===== config.mk =====
export PLATFORM = sky130hd
export DESIGN_NAME = park_arb_pair
export DESIGN_NICKNAME = d
export VERILOG_FILES = /design/src/rtl/park_arb_pkg.sv /design/src/rtl/park_arb_cfg_reg.sv /design/src/rtl/park_arb_rr_pick.sv /design/src/rtl/park_arb_core.sv /design/src/rtl/park_arb_pair.sv
export SDC_FILE = /design/constraint.sdc
export NUM_CORES = 1
export LEC_CHECK = 0
export ABC_AREA = 1
export BUFFER_PORTS_ARGS = -buffer_cell sky130_fd_sc_hd__buf_2
export CORE_ASPECT_RATIO = 0.6
export CORE_MARGIN = 1.5
export CORE_UTILIZATION = 35
export CTS_BUF_LIST = sky130_fd_sc_hd__clkbuf_8
export CTS_CLUSTER_SIZE = 16
export DETAILED_ROUTE_END_ITERATION = 8
export GPL_TIMING_DRIVEN = 1
export PLACE_DENSITY = 0.54
export SLEW_MARGIN = 0
export SYNTH_ARGS = -nofsm -noshare
export SYNTH_HDL_FRONTEND = slang
export SYNTH_SLANG_ARGS = --single-unit

===== constraint.sdc =====
create_clock -name clk -period 4.7 [get_ports clk]
set_input_delay 0 -clock clk [delete_from_list [all_inputs] [get_ports clk]]
set_output_delay 0 -clock clk [all_outputs]
set_load 0.01 [all_outputs]

===== src/rtl/park_arb_pkg.sv =====
package park_arb_pkg;
   localparam int CFG_W  = 32;
   localparam int HALF_W = 16;

   // Bits of one register half that back a real initiator.
   function automatic logic [HALF_W-1:0] impl_bits(input int n);
      logic [HALF_W-1:0] m;
      m = '0;
      for (int i = 0; i < HALF_W; i++) begin
         if (i < n) m[i] = 1'b1;
      end
      return m;
   endfunction
endpackage


===== src/rtl/park_arb_cfg_reg.sv =====
module park_arb_cfg_reg
   import park_arb_pkg::*;
#(
   parameter int N_A = 12,
   parameter int N_B = 10
) (
   input  logic             clk,
   input  logic             rst_n,
   input  logic             we,
   input  logic [CFG_W-1:0] wdata,
   output logic [CFG_W-1:0] rdata
);
   localparam logic [CFG_W-1:0] WMASK = {impl_bits(N_B), impl_bits(N_A)};

   logic [CFG_W-1:0] bits;

   // Only implemented bits get a flop; reserved bits are tied to zero.
   for (genvar i = 0; i < CFG_W; i++) begin : g_bit
      if (WMASK[i]) begin : g_impl
         logic q;
         always_ff @(posedge clk) begin
            if (!rst_n)  q <= 1'b0;
            else if (we) q <= wdata[i];
         end
         assign bits[i] = q;
      end else begin : g_resv
         assign bits[i] = 1'b0;
      end
   end

   assign rdata = bits;
endmodule


===== src/rtl/park_arb_rr_pick.sv =====
module park_arb_rr_pick #(
   parameter int N  = 16,
   parameter int IW = 4
) (
   input  logic [IW-1:0] owner,
   input  logic [N-1:0]  elig,
   output logic          found,
   output logic [IW-1:0] win
);
   // Scan from owner+1 upward with wrap; the owner itself is seen last.
   always_comb begin
      int unsigned idx;
      found = 1'b0;
      win   = owner;
      idx   = 0;
      for (int k = 1; k <= N; k++) begin
         idx = (int'(owner) + k) % N;
         if (!found && elig[idx]) begin
            found = 1'b1;
            win   = IW'(idx);
         end
      end
   end
endmodule


===== src/rtl/park_arb_core.sv =====
module park_arb_core #(
   parameter int N = 16
) (
   input  logic         clk,
   input  logic         rst_n,
   input  logic [N-1:0] req,
   input  logic         done,
   input  logic [N-1:0] dis_mask,
   output logic [N-1:0] gnt,
   output logic         gnt_vld
);
   localparam int IW = (N > 1) ? $clog2(N) : 1;

   logic [IW-1:0] owner_q;
   logic          vld_q;
   logic [N-1:0]  elig;
   logic          found;
   logic [IW-1:0] win;

   assign elig = req & ~dis_mask;

   park_arb_rr_pick #(.N(N), .IW(IW)) u_pick (
      .owner (owner_q),
      .elig  (elig),
      .found (found),
      .win   (win)
   );

   // The mask is only looked at here, when done opens an arbitration.
   always_ff @(posedge clk) begin
      if (!rst_n) begin
         owner_q <= '0;
         vld_q   <= 1'b0;
      end else if (done) begin
         if (found) begin
            owner_q <= win;
            vld_q   <= 1'b1;
         end else begin
            vld_q   <= 1'b0;
         end
      end
   end

   always_comb begin
      gnt          = '0;
      gnt[owner_q] = 1'b1;
   end

   assign gnt_vld = vld_q;
endmodule


===== src/rtl/park_arb_pair.sv =====
module park_arb_pair
   import park_arb_pkg::*;
#(
   parameter int N_A = 12,
   parameter int N_B = 10
) (
   input  logic             clk,
   input  logic             rst_n,
   input  logic             cfg_we,
   input  logic [CFG_W-1:0] cfg_wdata,
   output logic [CFG_W-1:0] cfg_rdata,
   input  logic [N_A-1:0]   a_req,
   input  logic             a_done,
   output logic [N_A-1:0]   a_gnt,
   output logic             a_gnt_vld,
   input  logic [N_B-1:0]   b_req,
   input  logic             b_done,
   output logic [N_B-1:0]   b_gnt,
   output logic             b_gnt_vld
);
   if (N_A < 1 || N_A > HALF_W) begin : g_bad_na
      $error("park_arb_pair: N_A must lie in 1..16");
   end
   if (N_B < 1 || N_B > HALF_W) begin : g_bad_nb
      $error("park_arb_pair: N_B must lie in 1..16");
   end

   park_arb_cfg_reg #(.N_A(N_A), .N_B(N_B)) u_cfg (
      .clk   (clk),
      .rst_n (rst_n),
      .we    (cfg_we),
      .wdata (cfg_wdata),
      .rdata (cfg_rdata)
   );

   park_arb_core #(.N(N_A)) u_bus_a (
      .clk      (clk),
      .rst_n    (rst_n),
      .req      (a_req),
      .done     (a_done),
      .dis_mask (cfg_rdata[N_A-1:0]),
      .gnt      (a_gnt),
      .gnt_vld  (a_gnt_vld)
   );

   park_arb_core #(.N(N_B)) u_bus_b (
      .clk      (clk),
      .rst_n    (rst_n),
      .req      (b_req),
      .done     (b_done),
      .dis_mask (cfg_rdata[HALF_W +: N_B]),
      .gnt      (b_gnt),
      .gnt_vld  (b_gnt_vld)
   );
endmodule


Word-level counts from Yosys, hierarchy flattened --
Cells that the tools add are included.
Storage, ports and cells: register bits 32, latch bits 0, memory bits (writable) 0, bits in read-only memories 0, input bits 59, output and inout port bits 56, word-level logic and storage cells 240, memories 0
Cells by class: add/subtract/negate cells 22, $mul 0, divide/modulo/power cells 22, order comparisons 26, equality and inequality tests 0, shift-type cells 0, multiplexer cells 94, bitwise logic cells 4, reductions and logical operators 46
Operator list (count):
- $lt A32 B5 Y1 const B | 22
- $mod A32 B5 Y32 const B | 22
- $bmux W1 S4 | 22
- $mux W4 | 22
- $mux W1 | 48
- $add A4 B3 Y5 const B | 8
- $add A4 B4 Y5 const B | 8
- $logic_and A1 B1 Y1 | 22
- $add A4 B2 Y5 const B | 4
- $logic_not A1 Y1 | 20
- $and A12 B12 Y12 | 1
- $not A12 Y12 | 1
- $reduce_bool A12 Y1 | 1
- $add A4 B1 Y5 const B | 2
- $and A10 B10 Y10 | 1
- $lt A4 B5 Y1 const B | 2
- $not A10 Y10 | 1
- $reduce_bool A10 Y1 | 1
- $demux W1 S4 | 2
- $ge A4 B1 Y1 const B | 2
- $reduce_and A3 Y1 | 2

Logic depth before layout (Yosys ltp) --
depth in word-level cells 39, gate-level depth with buffers 35, gate-level depth less buffers 34

Hierarchy --
Synthesis repeated with hierarchy kept, for this count alone.
Unflattened totals: cell total of the unflattened synthesis 1428, area total of the unflattened synthesis 7871.3 um^2
Modules (own cells, without submodules):
- park_arb_rr_pick (u_bus_b.u_pick) | times used 1, cells each 613, area an instance 3353.2 um^2
- park_arb_rr_pick (u_bus_a.u_pick) | times used 1, cells each 508, area an instance 2665.1 um^2
- park_arb_cfg_reg | times used 1, cells each 172, area an instance 1163.6 um^2
- park_arb_core (u_bus_a) | times used 1, cells each 72, area an instance 357.8 um^2
- park_arb_core (u_bus_b) | times used 1, cells each 63, area an instance 331.6 um^2

Least setup slack after synthesis --
No wires, ideal clock.
path kind register to register, start point reg u_bus_b.owner_q[1], end point reg u_bus_b.owner_q[0], library setup time 0.118 ns, arrival 3.640 ns, path slack 0.942 ns, stages on the path, launching flop included 26, path buffers 1, period minus slack after synthesis 3.758 ns, cell sequence dfxtp_1 -> buf_4 -> inv_2 -> ha_1 -> inv_1 -> nand2_2 -> ha_1 -> nor2_1 -> nand2_1 -> inv_1 -> nand2_1 -> a21oi_2 -> nand2_2 -> nand2_2 -> xor2_2 -> nand3_1 -> nand2_1 -> nand2_4 -> nor2_8 -> nand4_2 -> nor2_8 -> nand3_2 -> o21ai_2 -> nor2_1 -> o21ai_1 -> nor2_1
Between the ends: cells in the longest elaborated chain, start to end 33, elaborated cells on any way between the ends 80, classes of those cells add/sub (10); div (10); mux (40); reduce/logical (20)
Ends and longest elaborated chain:
- from (decl) | line park_arb_core.sv:14 | logic [IW-1:0] owner_q;
- from (signal assigned) | line park_arb_core.sv:36 | owner_q <= win;
- $add A4 B1 Y5 | line park_arb_rr_pick.sv:17 | idx = (int'(owner) + k) % N;
- $mod A32 B5 Y32 | line park_arb_rr_pick.sv:17
- $bmux W1 S4 | line park_arb_rr_pick.sv:18 | if (!found && elig[idx]) begin
- $mux W1 (implied by the code) | line park_arb_rr_pick.sv:18
- $mux W1 | line park_arb_rr_pick.sv:18
- $logic_not A1 Y1 | line park_arb_rr_pick.sv:18
- $logic_and A1 B1 Y1 | line park_arb_rr_pick.sv:18
- $mux W1 | line park_arb_rr_pick.sv:18
- (+17 left out)
- $mux W1 | line park_arb_rr_pick.sv:18
- $logic_not A1 Y1 | line park_arb_rr_pick.sv:18
- $logic_and A1 B1 Y1 | line park_arb_rr_pick.sv:18
- $mux W1 | line park_arb_rr_pick.sv:18
- $logic_not A1 Y1 | line park_arb_rr_pick.sv:18
- $logic_and A1 B1 Y1 | line park_arb_rr_pick.sv:18
- $reduce_bool A10 Y1 (no source line) or $mux W1 (tied branches)
- $reduce_and A3 Y1 (no source line)
Parallel ways exist; a longest one is shown, timed or not. The select of a mux whose other input is x is not followed. A chain may end at the register's enable or synchronous reset.

Final worst setup path --
start point reg u_bus_b.owner_q[2], end point reg u_bus_b.owner_q[1]
The elaborated chain is that of the path after synthesis.

==> flow_summary_export.csv <==
group,metric,value,unit
status,status,"completed",
floorplan,core_area,20000,um2
worst_hold_path,min_from,"cfg_wdata[22]",
routing,vias_per_cell,4.79,
synth,ys_warn_count,0,
clock_tree,cts_tree,"built",
finish,instances_no_fill,1661,
job,cap_violations,0,
clock_tree,clk_pin_slew,0.08,ns
grt,grt_pass1_vias,6847,
synth,avgSynthCellArea,5.54,um2
setup_path,crit_arrival,4.38,ns
routing,drt-total-wl,23000,um
floorplan,die_x,188,um
finish,nets,1509,
grt,grtUsageTotal,21.4,%
synth,synth_edf_count,0,
clock_tree,cts_sinks,32,
timing,report.final.slew_viol_count,0,
clock_tree,cts_setup_buffers,0,
timing,fin_tns_setup,0,ns
synth,synth_seq_area_share,8.95,%
setup_path,crit_top_cell,"nand2_1",
synth,syn_inst,1292,
place,port-buffer-count,94,
grt,grt_max_degree,45,
floorplan,start_util,35.7,%
setup_path,rr_endpoint,"u_bus_b.owner_q[1]",
setup_path,reg2reg_from,"u_bus_b.owner_q[2]",
grt,grt_pass1_wl,36500,um
timing,setup_violations,0,
setup_path,cp_top_family,"simple AND/OR/NAND/NOR gates",
synth,synth_cell_types,52,
routing,drtIter0Drc,692,
clock_tree,cts_buffers,5,
clock_tree,h-tree-depth,2,
timing,max_freq,241,MHz
setup_path,required,4.93,ns
floorplan,io_pins,115,
routing,routed-via-count,7963,
routing,final_antenna_net_count,0,
grt,antenna_found_initial,0,
clock_tree,cts_resized,0,
timing,worstMarginPinSlew,1.18,ns
timing,finClkSkew,0.00840,ns
timing,fin_crit_sh,88.4,%
grt,grt-ovfl-total,0,
setup_path,crit_slowest_cell,"dfxtp_1",
place,dp_hpwl,19100,um
floorplan,dieArea,21300,um2
setup_path,r2r_slack,0.55,ns
setup_path,worst-setup-path-type,"register to register",
setup_path,reg2reg_depth,25,
routing,wl_per_cell,13.8,um
synth,synth_area,7160,um2
setup_path,slowest_delay,0.55,ns
place,placedCellCount,1634,
timing,min_period,4.15,ns
synth,async_flop_share,0,%
finish,diodes,0,
timing,rsz0062_at_grt,"no",
clock_tree,clockRootBuffer,"clkbuf_8",
setup_path,critPathBufInv,3,
setup_path,crit_cells,25,
setup_path,crit_end,"u_bus_b.owner_q[1]",
synth,synth_ff_type,"dfxtp_1",
setup_path,critPathLaunchType,"register",
synth,synth_seq_cells,32,
place,globalplace.congestion,0.895,
worst_hold_path,hp-class,"input port to register",
floorplan,rows,40,
clock_tree,clock_latency,0.30,ns
setup_path,worst_setup_path_end_kind,"register",
finish,final_layout_size_suffix_gt1_share,15.1,%
timing,hold_viol,0,
setup_path,worst-path-max-fanout,12,
routing,drt-pass1-iter-count,5,
floorplan,dieHeight,114,um
timing,slew_headroom,21.1,%
setup_path,critPathLaunch,"u_bus_b.owner_q[2]",
clock_tree,cts_buffer_depth,2,
timing,whs,0.0141,ns
routing,drc,0,
finish,area_growth,13.0,%
==> worst min-delay path by stage <==
stage / cells after the start / slack, ns / end
finish: 3 / 0.01 / u_cfg.g_bit[22].g_impl.q
floorplan: 2 / 0.16 / u_bus_b.gnt_vld
global route: 3 / 0.03 / u_cfg.g_bit[17].g_impl.q
CTS: 3 / 0.002 / u_cfg.g_bit[22].g_impl.q
detailed placement: 3 / 0.29 / u_cfg.g_bit[24].g_impl.q
global placement: 3 / 0.29 / u_cfg.g_bit[24].g_impl.q
==> timing repair <==
action / in CTS / in global routing
endpoints found under the hold margin: 19 / 0
setup endpoints to repair: 0 / 0
hold buffers: 19 / 0
==> sequential cells by signal (all words and copies together), names as in the netlist <==
register	count
u_bus_b.owner_q	4
u_bus_a.gnt_vld	1
u_cfg.g_bit.g_impl.q	22
u_bus_b.gnt_vld	1
u_bus_a.owner_q	4
==> cells in the mapped netlist, types with 4 or more instances <==
library cell    n  area [um2]
nand3b_1        9        67.6
ha_1           63         788
nor3_1          8        40.0
buf_4          37         278
a31oi_1         9        56.3
inv_2          12        45.0
nand2_1       380        1430
nand3_2         4        40.0
xor2_2          4        65.1
o211ai_1       14         105
dfxtp_1        32         641
inv_1         220         826
o21a_1          5        37.5
nand3_1       126         631
o21ai_0        92         460
clkbuf_1       12        45.0
o21ai_1        21         105
nand4_1        10        62.6
or2_2           8        50.1
nand2_2        30         188
buf_6           4        45.0
nor2_1         77         289
a21oi_1        46         230
nor2_4          6        67.6
a21oi_2         4        35.0
o21ai_2         4        35.0
xor2_1         21         184
==> layout by cell type, fill, tap and decap left out, types with 21 or more instances in the layout <==
cell type  netlist  final
nor2_1          77     77
ha_1            63     63
a21oi_1         46     46
o21ai_0         92     92
inv_1          220    220
buf_2            2     94
nand2_1        380    380
buf_4           37     22
nand2_2         30     30
o21ai_1         21     21
dfxtp_1         32     32
xor2_1          21     21
nand3_1        126    126
==> stage by stage <==
stage               cell area [um2]  utilization (%)  setup WS (ns)
finish                         8090             40.4          0.547
global route                   8090             40.4          0.154
CTS                            8090             40.4          0.598
detailed placement             7780             38.9          0.628
global placement               7780             38.9          0.622
floorplan                      7190                -          0.942
==> cells by family (layout without fill, tap and decap cells) <==
logic type / after synthesis / count (layout) / share of synthesized area [%]
and+or+nand+nor: 673 / 673 / 42.2
buffers and inverters: 291 / 378 / 17.7
AOI/OAI and AO/OA: 204 / 204 / 15.9
adders and majority gates: 63 / 63 / 11.0
DFF: 32 / 32 / 8.95
xor gates and xnor gates: 28 / 28 / 4.21
other: 1 / 10 / 0.0524
==> tightest hold or removal path, cell delays in order <==
cell and delay, ns:
buf_2 0.07, o21ai_0 0.08, a21oi_1 0.12
==> final cells by class <==
class,count,area (um2)
fillers,2250,11900
multi-input cells,978,5280
inverters,235,887
repair buffers,135,826
flip-flops and latches,32,641
well taps,273,342
clock buffers,5,68.8
clock inverters,3,42.5
==> per-layer routing <==
layer  global-route usage, %  wire length [um]  part of all wire (%)
met2                    27.5              7790                    34
met4                    1.71                89                  0.39
met5                       0                 0                     0
met3                    4.22              1680                   7.3
met1                    35.9             13400                    58
Power is left out: the tool's default activity adds up to more than one toggle a clock period on the data nets, which glitch-free logic cannot reach.
